==> src/rtl/sar_enc_pkg.sv <==
package sar_enc_pkg;
  typedef enum logic [1:0] {
    PH_IDLE = 2'd0,
    PH_SIGN = 2'd1,
    PH_MAG  = 2'd2
  } enc_phase_e;

  typedef enum logic {
    LAW_MU = 1'b0,
    LAW_A  = 1'b1
  } law_e;
endpackage

==> src/rtl/sar_enc_ctrl.sv <==
module sar_enc_ctrl
  import sar_enc_pkg::*;
#(
  parameter int MAG_W = 7,
  parameter int IDX_W = $clog2(MAG_W)
) (
  input  logic             clk,
  input  logic             rst_n,
  input  logic             start_i,
  output enc_phase_e       phase_o,
  output logic [IDX_W-1:0] idx_o,
  output logic             accept_o,
  output logic             last_o,
  output logic             done_o
);
  enc_phase_e       phase_q, phase_d;
  logic [IDX_W-1:0] idx_q, idx_d;
  logic             done_q;

  assign accept_o = (phase_q == PH_IDLE) && start_i;
  assign last_o   = (phase_q == PH_MAG) && (idx_q == '0);

  always_comb begin
    phase_d = phase_q;
    idx_d   = idx_q;
    case (phase_q)
      PH_IDLE: begin
        if (start_i) begin
          phase_d = PH_SIGN;
          idx_d   = IDX_W'(MAG_W - 1);
        end
      end
      PH_SIGN: phase_d = PH_MAG;
      PH_MAG: begin
        if (idx_q == '0) phase_d = PH_IDLE;
        else             idx_d   = idx_q - 1'b1;
      end
      default: phase_d = PH_IDLE;
    endcase
  end

  always_ff @(posedge clk or negedge rst_n) begin
    if (!rst_n) begin
      phase_q <= PH_IDLE;
      idx_q   <= '0;
      done_q  <= 1'b0;
    end else begin
      phase_q <= phase_d;
      idx_q   <= idx_d;
      done_q  <= last_o;
    end
  end

  assign phase_o = phase_q;
  assign idx_o   = idx_q;
  assign done_o  = done_q;

  // completion pulse lasts one cycle
  a_r2_done_single: assert property (@(posedge clk) disable iff (!rst_n)
    done_q |=> !done_q);
  // an accepted start enters the polarity trial
  a_r2_start_to_sign: assert property (@(posedge clk) disable iff (!rst_n)
    accept_o |=> (phase_q == PH_SIGN));
  // the bit under test walks downward one per cycle
  a_r4_idx_descends: assert property (@(posedge clk) disable iff (!rst_n)
    (phase_q == PH_MAG && idx_q != '0) |=> (idx_q == $past(idx_q) - 1'b1));
  // a running conversion is not restarted
  a_r9_no_restart: assert property (@(posedge clk) disable iff (!rst_n)
    (phase_q == PH_MAG && start_i) |=> (phase_q != PH_SIGN));
endmodule

==> src/rtl/sar_enc_bits.sv <==
module sar_enc_bits
  import sar_enc_pkg::*;
#(
  parameter int MAG_W = 7,
  parameter int IDX_W = $clog2(MAG_W)
) (
  input  logic             clk,
  input  logic             rst_n,
  input  enc_phase_e       phase_i,
  input  logic [IDX_W-1:0] idx_i,
  input  logic             accept_i,
  input  logic             cmp_ge_i,
  output logic             sign_o,
  output logic [MAG_W-1:0] trial_o,
  output logic [MAG_W-1:0] mag_fin_o,
  output logic             rectify_o
);
  logic [MAG_W-1:0] mag_q, mag_d, sel;
  logic             mag_en;
  logic             sign_q, sign_d, sign_en;

  for (genvar b = 0; b < MAG_W; b++) begin : g_bit
    assign sel[b]     = (phase_i == PH_MAG) && (idx_i == IDX_W'(b));
    assign mag_d[b]   = accept_i ? 1'b0 : (sel[b] ? cmp_ge_i : mag_q[b]);
    assign trial_o[b] = sel[b] | mag_q[b];
  end

  assign mag_en  = accept_i || (phase_i == PH_MAG);
  assign sign_en = accept_i || (phase_i == PH_SIGN);
  assign sign_d  = accept_i ? 1'b0 : cmp_ge_i;

  always_ff @(posedge clk or negedge rst_n) begin
    if (!rst_n) begin
      mag_q  <= '0;
      sign_q <= 1'b0;
    end else begin
      if (mag_en)  mag_q  <= mag_d;
      if (sign_en) sign_q <= sign_d;
    end
  end

  assign sign_o    = sign_q;
  assign mag_fin_o = mag_d;
  assign rectify_o = (phase_i == PH_MAG) && !sign_q;

  // each magnitude trial adds exactly one bit to the kept bits
  a_r4_one_new_bit: assert property (@(posedge clk) disable iff (!rst_n)
    (phase_i == PH_MAG) |-> ($countones(trial_o ^ mag_q) == 1));
  // polarity trial drives level zero, unrectified
  a_r3_zero_trial: assert property (@(posedge clk) disable iff (!rst_n)
    (phase_i == PH_SIGN) |-> (trial_o == '0 && !rectify_o));
  // decided sign is held through the magnitude trials
  a_r5_sign_held: assert property (@(posedge clk) disable iff (!rst_n)
    (phase_i == PH_MAG) |=> $stable(sign_q));
endmodule

==> src/rtl/sar_enc_format.sv <==
module sar_enc_format
  import sar_enc_pkg::*;
#(
  parameter int CHORD_W = 3,
  parameter int STEP_W  = 4,
  parameter int MAG_W   = CHORD_W + STEP_W
) (
  input  law_e             law_i,
  input  logic             sign_i,
  input  logic [MAG_W-1:0] mag_i,
  output logic [MAG_W:0]   word_o
);
  logic [MAG_W-1:0] alt_mask;

  for (genvar i = 0; i < MAG_W; i++) begin : g_mask
    assign alt_mask[i] = ((i % 2) == 0);
  end

  always_comb begin
    if (law_i == LAW_A) word_o = {sign_i, mag_i ^ alt_mask};
    else                word_o = {sign_i, ~mag_i};
  end
endmodule

==> src/rtl/sar_compand_enc.sv <==
module sar_compand_enc
  import sar_enc_pkg::*;
#(
  parameter int CHORD_W = 3,
  parameter int STEP_W  = 4
) (
  input  logic               clk,
  input  logic               rst_n,
  input  logic               conv_start,
  input  logic               law_sel,
  input  logic               cmp_ge,
  output logic [CHORD_W-1:0] dac_chord,
  output logic [STEP_W-1:0]  dac_step,
  output logic               dac_rectify,
  output logic               conv_busy,
  output logic               conv_done,
  output logic [CHORD_W+STEP_W:0] pcm_code
);
  localparam int MAG_W  = CHORD_W + STEP_W;
  localparam int IDX_W  = $clog2(MAG_W);
  localparam int WORD_W = MAG_W + 1;

  logic             rst_s1_q, rst_s2_q, rst_i;
  enc_phase_e       phase;
  logic [IDX_W-1:0] idx;
  logic             accept, last, done;
  logic             sign;
  logic [MAG_W-1:0] trial, mag_fin;
  logic             rectify;
  law_e             law_q;
  logic [WORD_W-1:0] word, code_q;

  always_ff @(posedge clk or negedge rst_n) begin
    if (!rst_n) begin
      rst_s1_q <= 1'b0;
      rst_s2_q <= 1'b0;
    end else begin
      rst_s1_q <= 1'b1;
      rst_s2_q <= rst_s1_q;
    end
  end
  assign rst_i = rst_s2_q;

  sar_enc_ctrl #(.MAG_W(MAG_W), .IDX_W(IDX_W)) u_ctrl (
    .clk      (clk),
    .rst_n    (rst_i),
    .start_i  (conv_start),
    .phase_o  (phase),
    .idx_o    (idx),
    .accept_o (accept),
    .last_o   (last),
    .done_o   (done)
  );

  sar_enc_bits #(.MAG_W(MAG_W), .IDX_W(IDX_W)) u_bits (
    .clk       (clk),
    .rst_n     (rst_i),
    .phase_i   (phase),
    .idx_i     (idx),
    .accept_i  (accept),
    .cmp_ge_i  (cmp_ge),
    .sign_o    (sign),
    .trial_o   (trial),
    .mag_fin_o (mag_fin),
    .rectify_o (rectify)
  );

  sar_enc_format #(.CHORD_W(CHORD_W), .STEP_W(STEP_W), .MAG_W(MAG_W)) u_fmt (
    .law_i  (law_q),
    .sign_i (sign),
    .mag_i  (mag_fin),
    .word_o (word)
  );

  always_ff @(posedge clk or negedge rst_i) begin
    if (!rst_i) begin
      law_q  <= LAW_MU;
      code_q <= '0;
    end else begin
      if (accept) law_q  <= law_e'(law_sel);
      if (last)   code_q <= word;
    end
  end

  assign dac_chord   = trial[MAG_W-1 -: CHORD_W];
  assign dac_step    = trial[STEP_W-1:0];
  assign dac_rectify = rectify;
  assign conv_busy   = (phase != PH_IDLE);
  assign conv_done   = done;
  assign pcm_code    = code_q;

  // law held for the whole conversion
  a_r8_law_held: assert property (@(posedge clk) disable iff (!rst_i)
    !accept |=> $stable(law_q));
  // output word only moves on completion
  a_r10_code_held: assert property (@(posedge clk) disable iff (!rst_i)
    !last |=> $stable(code_q));
  // no completion pulse while still searching
  a_r2_done_idle: assert property (@(posedge clk) disable iff (!rst_i)
    conv_done |-> !conv_busy);
endmodule

==> config.mk <==
export PLATFORM = sky130hd
export DESIGN_NAME = sar_compand_enc
export DESIGN_NICKNAME = d
export VERILOG_FILES = /design/src/rtl/sar_enc_pkg.sv /design/src/rtl/sar_enc_ctrl.sv /design/src/rtl/sar_enc_bits.sv /design/src/rtl/sar_enc_format.sv /design/src/rtl/sar_compand_enc.sv
export SDC_FILE = /design/constraint.sdc
export NUM_CORES = 1
export LEC_CHECK = 0
export BUFFER_PORTS_ARGS = -buffer_cell sky130_fd_sc_hd__buf_2
export CAP_MARGIN = 20
export CORE_MARGIN = 1.5
export CORE_UTILIZATION = 30
export DETAILED_ROUTE_END_ITERATION = 8
export GPL_TIMING_DRIVEN = 0
export SLEW_MARGIN = 20
export SYNTH_ARGS = -nofsm -noshare
export SYNTH_HDL_FRONTEND = slang
export SYNTH_SLANG_ARGS = --single-unit
export TNS_END_PERCENT = 20
==> constraint.sdc <==
create_clock -name clk -period 3.9 [get_ports clk]
set_clock_uncertainty 0.05 [all_clocks]
set_input_delay 0.78 -clock clk [delete_from_list [all_inputs] [get_ports clk]]
set_output_delay 0.78 -clock clk [all_outputs]
set_load 0.01 [all_outputs]
; ---- Word level (Yosys, flattened, before mapping)
; Cells that the tools add are included.
[totals]
regBits = 25
in_bits = 5
out_inout_bits = 18
wordCells = 70
[classes]
addsub = 1
n_eq_ne = 11
muxes = 22
bitwise_logic = 9
n_reduce_logical = 18
[ops]
columns = op, count
row1 = $mux W1, 15
row2 = $eq A3 B3 Y1 const B, 3
row3 = $logic_and A1 B1 Y1, 9
row4 = $mux W7, 1
row5 = $not A7 Y7, 1
row6 = $or A1 B1 Y1, 7
row7 = $eq A3 B2 Y1 const B, 2
row8 = $mux W3, 2
row9 = $ne A2 B2 Y1 const B, 3
row10 = $pmux W2 S3, 1
row11 = $pmux W3 S2, 1
row12 = $mux W2, 2
row13 = $not A4 Y4, 1
row14 = $reduce_bool A2 Y1, 2
row15 = $eq A3 B1 Y1 const B, 1
row16 = $logic_not A3 Y1, 1
row17 = $reduce_and A3 Y1, 1
row18 = $sub A3 B1 Y3 const B, 1
row19 = $eq A2 B1 Y1 const B, 1
row20 = $eq A2 B2 Y1 const B, 1
row21 = $logic_not A2 Y1, 1
row22 = $logic_or A1 B1 Y1, 2
row23 = $reduce_and A2 Y1, 1
row24 = $logic_not A1 Y1, 1

; ---- Longest topological paths before layout
; Gate-level depths: netlist of run 1.
[depth]
ltp_word = 6
depth_mapped = 7
ltp_nobuf = 7

; ---- Cells and area by module
; From an unflattened synthesis of run 1, not the netlist that was laid out.
[hier_totals]
hier_cells = 116
area_unflattened_um2 = 1357.6
[modules_own_cells]
columns = module, instances, cells_each, area_each_um2, seq_area_each_um2
row1 = sar_enc_bits, 1, 54, 550.5, 200.2
row2 = sar_compand_enc, 1, 23, 427.9, 275.3
row3 = sar_enc_ctrl, 1, 31, 330.3, 150.1
row4 = sar_enc_format, 1, 8, 48.8, 0.0

; ---- Worst setup path before layout of run 1
; OpenSTA, ideal clock, no wires.
[synth_timing]
kind = register to output
from = register u_ctrl.idx_q[1], in the netlist u_ctrl.idx_o[1]
to = output port dac_step[1]
arrival_ns = 1.171
required_time_ns = 3.070
slack_ns = 1.899
stages_incl_launch_ff = 6
path_buffers = 0
cell_sequence = dfrtp_1 -> inv_1 -> ha_1 -> nor4bb_4 -> nor2_1 -> inv_1
[synth_via]
elab_chain_len = 3
[synth_rtl]
columns = item, line_no
row1 = from (decl), sar_enc_ctrl.sv:17  ; logic [IDX_W-1:0] idx_q, idx_d;
row2 = from (signal assigned), sar_enc_ctrl.sv:49  ; idx_q <= idx_d;
row3 = $eq A3 B1 Y1, sar_enc_bits.sv:23  ; assign sel[b] = (phase_i == PH_MAG) && (idx_i == IDX_W'(b));
row4 = $logic_and A1 B1 Y1, sar_enc_bits.sv:23
row5 = $or A1 B1 Y1, sar_enc_bits.sv:25  ; assign trial_o[b] = sel[b] | mag_q[b];
row6 = to (decl), sar_compand_enc.sv:13  ; output logic [STEP_W-1:0] dac_step,
; Every way passes these cells.

; ---- Worst setup path in the final report of run 1
; Ends and elaborated chain as after synthesis.

==> run metrics, run 1 <==
num rows 23; first-pass GRT wire length 4050 um; syn nets 130; drt initial violations 32; CTS root buf clkbuf_8; sequential area share after synthesis 48.7%; crit path max fanout 4; crit start category flip-flop; Final Wtd Congestion 0.832; Post-Place Cell Area ~1500 um2; H-tree depth 1; first-pass iteration count of the detailed router 4; clock tree buffer depth 2; most frequent cells after synthesis 25 x dfrtp_1, 13 x nor2_1, 12 x nand2_1, 7 x a21oi_1, 7 x inv_1; delay-heaviest family, CP simple AND/OR/NAND/NOR gates; final hold vios 0; period utilization ~65%; WS Path Type flip-flop to primary output; CP endpoint kind primary output; GRT Resource Usage Total approximately an eighth; ys async rst share 100%; Antenna Nets Post-Route 0; largest net degree at the start of global routing 24; Most common cell on crit path inv_1; share of layout cells above drive strength 1 30.8%; Max Slew Vio Count 0; Max Fclk slightly below 400 MHz; Overflow after GRT 0; detailed-route via count 914; Yosys warnings 0; max_cap viols 0; port buffer count 22; TritonCTS clock tree yes; VDD IR max ~270 uV; CP Cell Sequence inv_1 > ha_1 > nor4bb_4 > nor2_1 > inv_1 > buf_2; clk_lat worst skew 0.27 ns; unique cell type count in the Yosys netlist 38; Post-Syn Instances 120; cts repair resizes 0; DIE HEIGHT 68.4 um; total wire length 2540 um; Crit path required time 3.07 ns; Synth-to-Final Area Change 17.2%; Core Region between 4000 and 5000 um2; RSZ-0062 raised after global routing false; Crit path arrival time 1.69 ns; wire per inst about 13 um; Reg clk slew, reported paths approximately 0.090 ns; Tmin final 2.52 ns; initial antenna violation count 0; Inserted Clock Buffers 3; status complete, no violations; worst r2r src u_ctrl.idx_o[0]; die area ~4700 um2; Sink Count 25; top-area cell type share of the netlist area 48.7%; top-count cell post-synth dfrtp_1; Buf+Inv Stages, Crit Path 3; Synth area leaders dfrtp_1 49%, ha_1 4.9%, nor2_1 3.8%; vias per inst 4.66; Post-synth EDFFs 0; flops & latches, synth 25; syn_area_per_cell between 10 and 15 um2; endpoints failing setup 0; Slowest-stage cell, CP dfrtp_1; Ant. Diodes 0; design area 1510 um2; Post-CTS Setup Inserts 0; Final TNS setup 0 ns; Post-Syn Area 1280 um2; Worst Hold Class primary input to asynchronous set/reset pin; Synth area leader dfrtp_1; Leak 0.781 nW; Starting Density 31.7%; final design utilization 37.1%; slew margin rel. 37.6%; DP Wirelength 1930 um; Die X between 60 and 70 um; number of global-route vias before repair 890; Top FF cell, synth dfrtp_1; power per cell area 720 nW/um2; Ports 23; CTS Hold Bufs 0; Worst Max-Slew Pin Slew 0.936 ns; final net count around 160; Max stage delay on crit path roughly 0.43 ns; drt drc 0; critical path startpoint u_ctrl.idx_o[1]
[flip-flops by register name, summed over array words and instances (netlist names)]
signal / flops
rst_i: 1
rst_s1_q: 1
u_ctrl.idx_o: 3
u_ctrl.phase_o: 2
u_bits.sign_o: 1
law_q: 1
pcm_code: 8
u_ctrl.done_o: 1
u_bits.mag_q: 7
[final timing paths]
path                       depth (start not counted)               to  slack, ns
setup / recovery                                   6      dac_step[1]       1.38
hold / removal                                     1            rst_i       0.22
setup reg to reg                                   6      pcm_code[6]       2.05
hold reg to reg                                    0            rst_i       0.31
max in group asynchronous                          0  u_bits.mag_q[3]       2.89
min in group clk                                   0            rst_i       0.31
[area by class of cell]
| cell class | count | area [um2] |
|---|---|---|
| Clock inverter | 1 | 7.51 |
| Fill cell | 404 | 2550 |
| Tap cell | 50 | 62.6 |
| Clock buffer | 3 | 41.3 |
| Buffer | 4 | 35.0 |
| Inverter | 9 | 33.8 |
| Timing Repair Buffer | 22 | 110 |
| Sequential cell | 25 | 626 |
| Multi-Input combinational cell | 82 | 591 |
[cell usage in the layout, fill, tap and decap left out, drive strengths merged, types with 4 or more instances in the layout]
master  count
ha          5
mux2        4
nand2      12
inv         9
nor2       14
buf        26
dfrtp      25
o21ai       7
nand2b      5
a21oi       7
[per-layer routing]
metal | part of all wire, % | global-route usage, % | vias up | wire length (um)
met3 | 4.1 | 2.14 | 4 | 105
met1 | 47 | 15.4 | 437 | 1190
met4 | 0.95 | 3.75 | 0 | 24
met2 | 48 | 19.6 | 15 | 1220
met5 | 0 | 0 | - | 0
li1 | - | - | 458 | -
[power breakdown]
part / total (mW) / internal [mW] / switching [mW] / leakage [nW]
combinational: 0.500 / 0.236 / 0.263 / 0.446
sequential: 0.428 / 0.352 / 0.0756 / 0.313
clock: 0.157 / 0.0724 / 0.0847 / 0.0217
[metrics by stage]
step	power (mW)	hold slack [ns]	cells	setup slack, ns
final	1.08	0.224	196	1.38
after global routing	1.17	0.210	196	1.22
after CTS	1.09	0.219	196	1.38
after detailed placement	0.936	0.290	192	1.68
after global placement	0.915	0.286	192	1.72
after floorplan	0.781	0.244	120	1.90
[logic make-up (layout without fill, tap and decap cells)]
| family | count (synthesis) | in the layout | share of synthesized area [%] |
|---|---|---|---|
| AOI/OAI and AO/OA | 20 | 20 | 10.2 |
| xor gates and xnor gates | 3 | 3 | 2.05 |
| adders and majority gates | 5 | 5 | 4.87 |
| buffers and inverters | 13 | 39 | 5.36 |
| DFF | 25 | 25 | 48.7 |
| muxes | 7 | 7 | 6.13 |
| other | 1 | 1 | 0.292 |
| and+or+nand+nor | 46 | 46 | 22.4 |
(Power assumes the default switching activity.)
==> run 2: changes to the inputs <==
clock period = 2.4 ns   (was 3.9 ns; I/O delays follow)
==> run metrics, run 2 (same netlist as run 1, synthesis figures left out) <==
status complete, no violations (unchanged); Antenna Nets Post-Route 0 (unchanged); CP endpoint kind primary output (unchanged); Post-Place Cell Area 1460 um2 (unchanged); crit path max fanout 4 (unchanged); Max Fclk 450 MHz; first-pass GRT wire length 4080 um (was 4050 um); crit start category flip-flop (unchanged); Critical path destination dac_step[1] (unchanged); Tmin final 2.22 ns; most common cell after layout, fill and taps aside dfrtp_1 (unchanged); Fin Hold WS 0.309 ns (was 0.224 ns); r2r endpoint pcm_code[6] (unchanged); largest net degree at the start of global routing 24 (unchanged); clock tree buffer depth 2 (unchanged); Final TNS setup 0 ns (unchanged); cells on worst reg2reg path 6 (unchanged); drt drc 0 (unchanged); port buffer count 22 (unchanged); Sink Count 25 (unchanged); WS Path Type flip-flop to primary output (unchanged); design area 1520 um2 (was 1510 um2); Crit path arrival time 1.69 ns (about the same); fillcell total 403 (was 404); slew margin rel. 37.6% (about the same); number of global-route vias before repair 896 (was 890); Overflow after GRT 0 (unchanged); num rows 23 (unchanged); clk_lat worst skew 0.27 ns (about the same); TritonCTS clock tree yes (unchanged); Inserted Clock Buffers 3 (unchanged); worst hold path startpoint rst_s1_q; endpoints failing setup 0 (unchanged); DP Wirelength 1930 um (unchanged); Ant. Diodes 0 (unchanged); Worst Hold Class flip-flop to flip-flop (was primary input to asynchronous set/reset pin); Final Wtd Congestion 0.832 (unchanged); Reg clk slew, reported paths 0.09 ns (about the same); first-pass iteration count of the detailed router 4 (unchanged); max FFs per register 8 (unchanged); max_cap viols 0 (unchanged); initial antenna violation count 0 (unchanged); VDD IR max 445 uV (was 274 uV); CTS root buf clkbuf_8 (unchanged); Leak 0.785 nW (was 0.781 nW); GRT Resource Usage Total 11.9% (was 11.8%); wire per inst 12.9 um (about the same); DIE HEIGHT 68.4 um (unchanged); Core Region 4060 um2 (unchanged); detailed-route via count 916 (was 914); most frequent cells in the layout 25 x dfrtp_1, 23 x buf_2, 13 x nor2_1 (unchanged); drt initial violations 40 (was 32); Worst Max-Slew Pin Slew 0.936 ns (about the same); Crit path required time 1.87 ns (was 3.07 ns); worst reg2reg setup slack 0.55 ns (was 2.05 ns); Starting Density 31.7% (unchanged); Max Slew Vio Count 0 (unchanged); period utilization 92.7%; final net count 158 (was 157); Die X 68.4 um (unchanged); power per cell area 1160 nW/um2 (was 720 nW/um2); Synth-to-Final Area Change 18.0% (was 17.2%); vias per inst 4.65 (was 4.66); critical path startpoint u_ctrl.idx_o[1] (unchanged); Ports 23 (unchanged); share of layout cells above drive strength 1 30.6% (was 30.8%); worst r2r src u_ctrl.idx_o[0] (unchanged); total wire length 2540 um (about the same); RSZ-0062 raised after global routing false (unchanged); H-tree depth 1 (unchanged); die area 4680 um2 (unchanged); final hold vios 0 (unchanged)
## run 2: cell count changes in the layout (fill, tap and decap cells not counted), sizes merged
cell,change
dlygate4sd3,+1
## run 2: per-stage QoR
stage	worst slack [ns]	utilization (%)	cells	power (mW)
after CTS	0.176	37.4	197	1.78
after global placement	0.518	35.9	192	1.49
after detailed placement	0.481	35.9	192	1.52
final	0.175	37.4	197	1.76
after global routing	0.0238	37.4	197	1.91
after floorplan	0.699	-	120	1.27
## run 2: what timing repair did
item	in CTS	in global routing
endpoints found under the hold margin	2	0
buffers inserted	0	0
hold buffers	1	0
endpoints found under the setup margin	0	0
resized for setup	0	0
## run 2: cell type report
cell class / instances / area [um2] / share of cell area (%)
Tap cell: 50 / 62.6 / 4.13
Timing Repair Buffer: 23 / 120 / 7.92
Multi-Input combinational cell: 82 / 591 / 38.9
Sequential cell: 25 / 626 / 41.3
Clock inverter: 1 / 7.51 / 0.495
Clock buffer: 3 / 41.3 / 2.72
Inverter: 9 / 33.8 / 2.23
Buffer: 4 / 35.0 / 2.31
## run 2: routing by layer
layer	vias to the layer above	global-route usage, %	routed length (um)
li1	460	-	-
met1	437	15.5	1190
met2	15	19.7	1220
met3	4	2.14	105
met4	0	3.75	24
met5	-	0	0
## run 2: worst min path at each step
stage / to / slack [ns] / cells past startpoint
finish: rst_i / 0.31 / 0
global route: rst_i / 0.33 / 0
CTS: rst_i / 0.31 / 0
detailed placement: rst_s1_q / 0.22 / 1
global placement: rst_s1_q / 0.22 / 1
floorplan: rst_i / 0.13 / 0
## run 2: power by group
group	leakage, nW	switching, mW	internal [mW]	total (mW)
Combinational	0.450	0.428	0.385	0.813
Sequential	0.313	0.123	0.573	0.695
Clock	0.0217	0.138	0.118	0.255
## run 2: critical path, stage by stage, from the launching register on
cell	delay [ns]
dfrtp_1	0.43
inv_1	0.13
ha_1	0.24
nor4bb_4	0.35
nor2_1	0.10
inv_1	0.06
buf_2	0.12
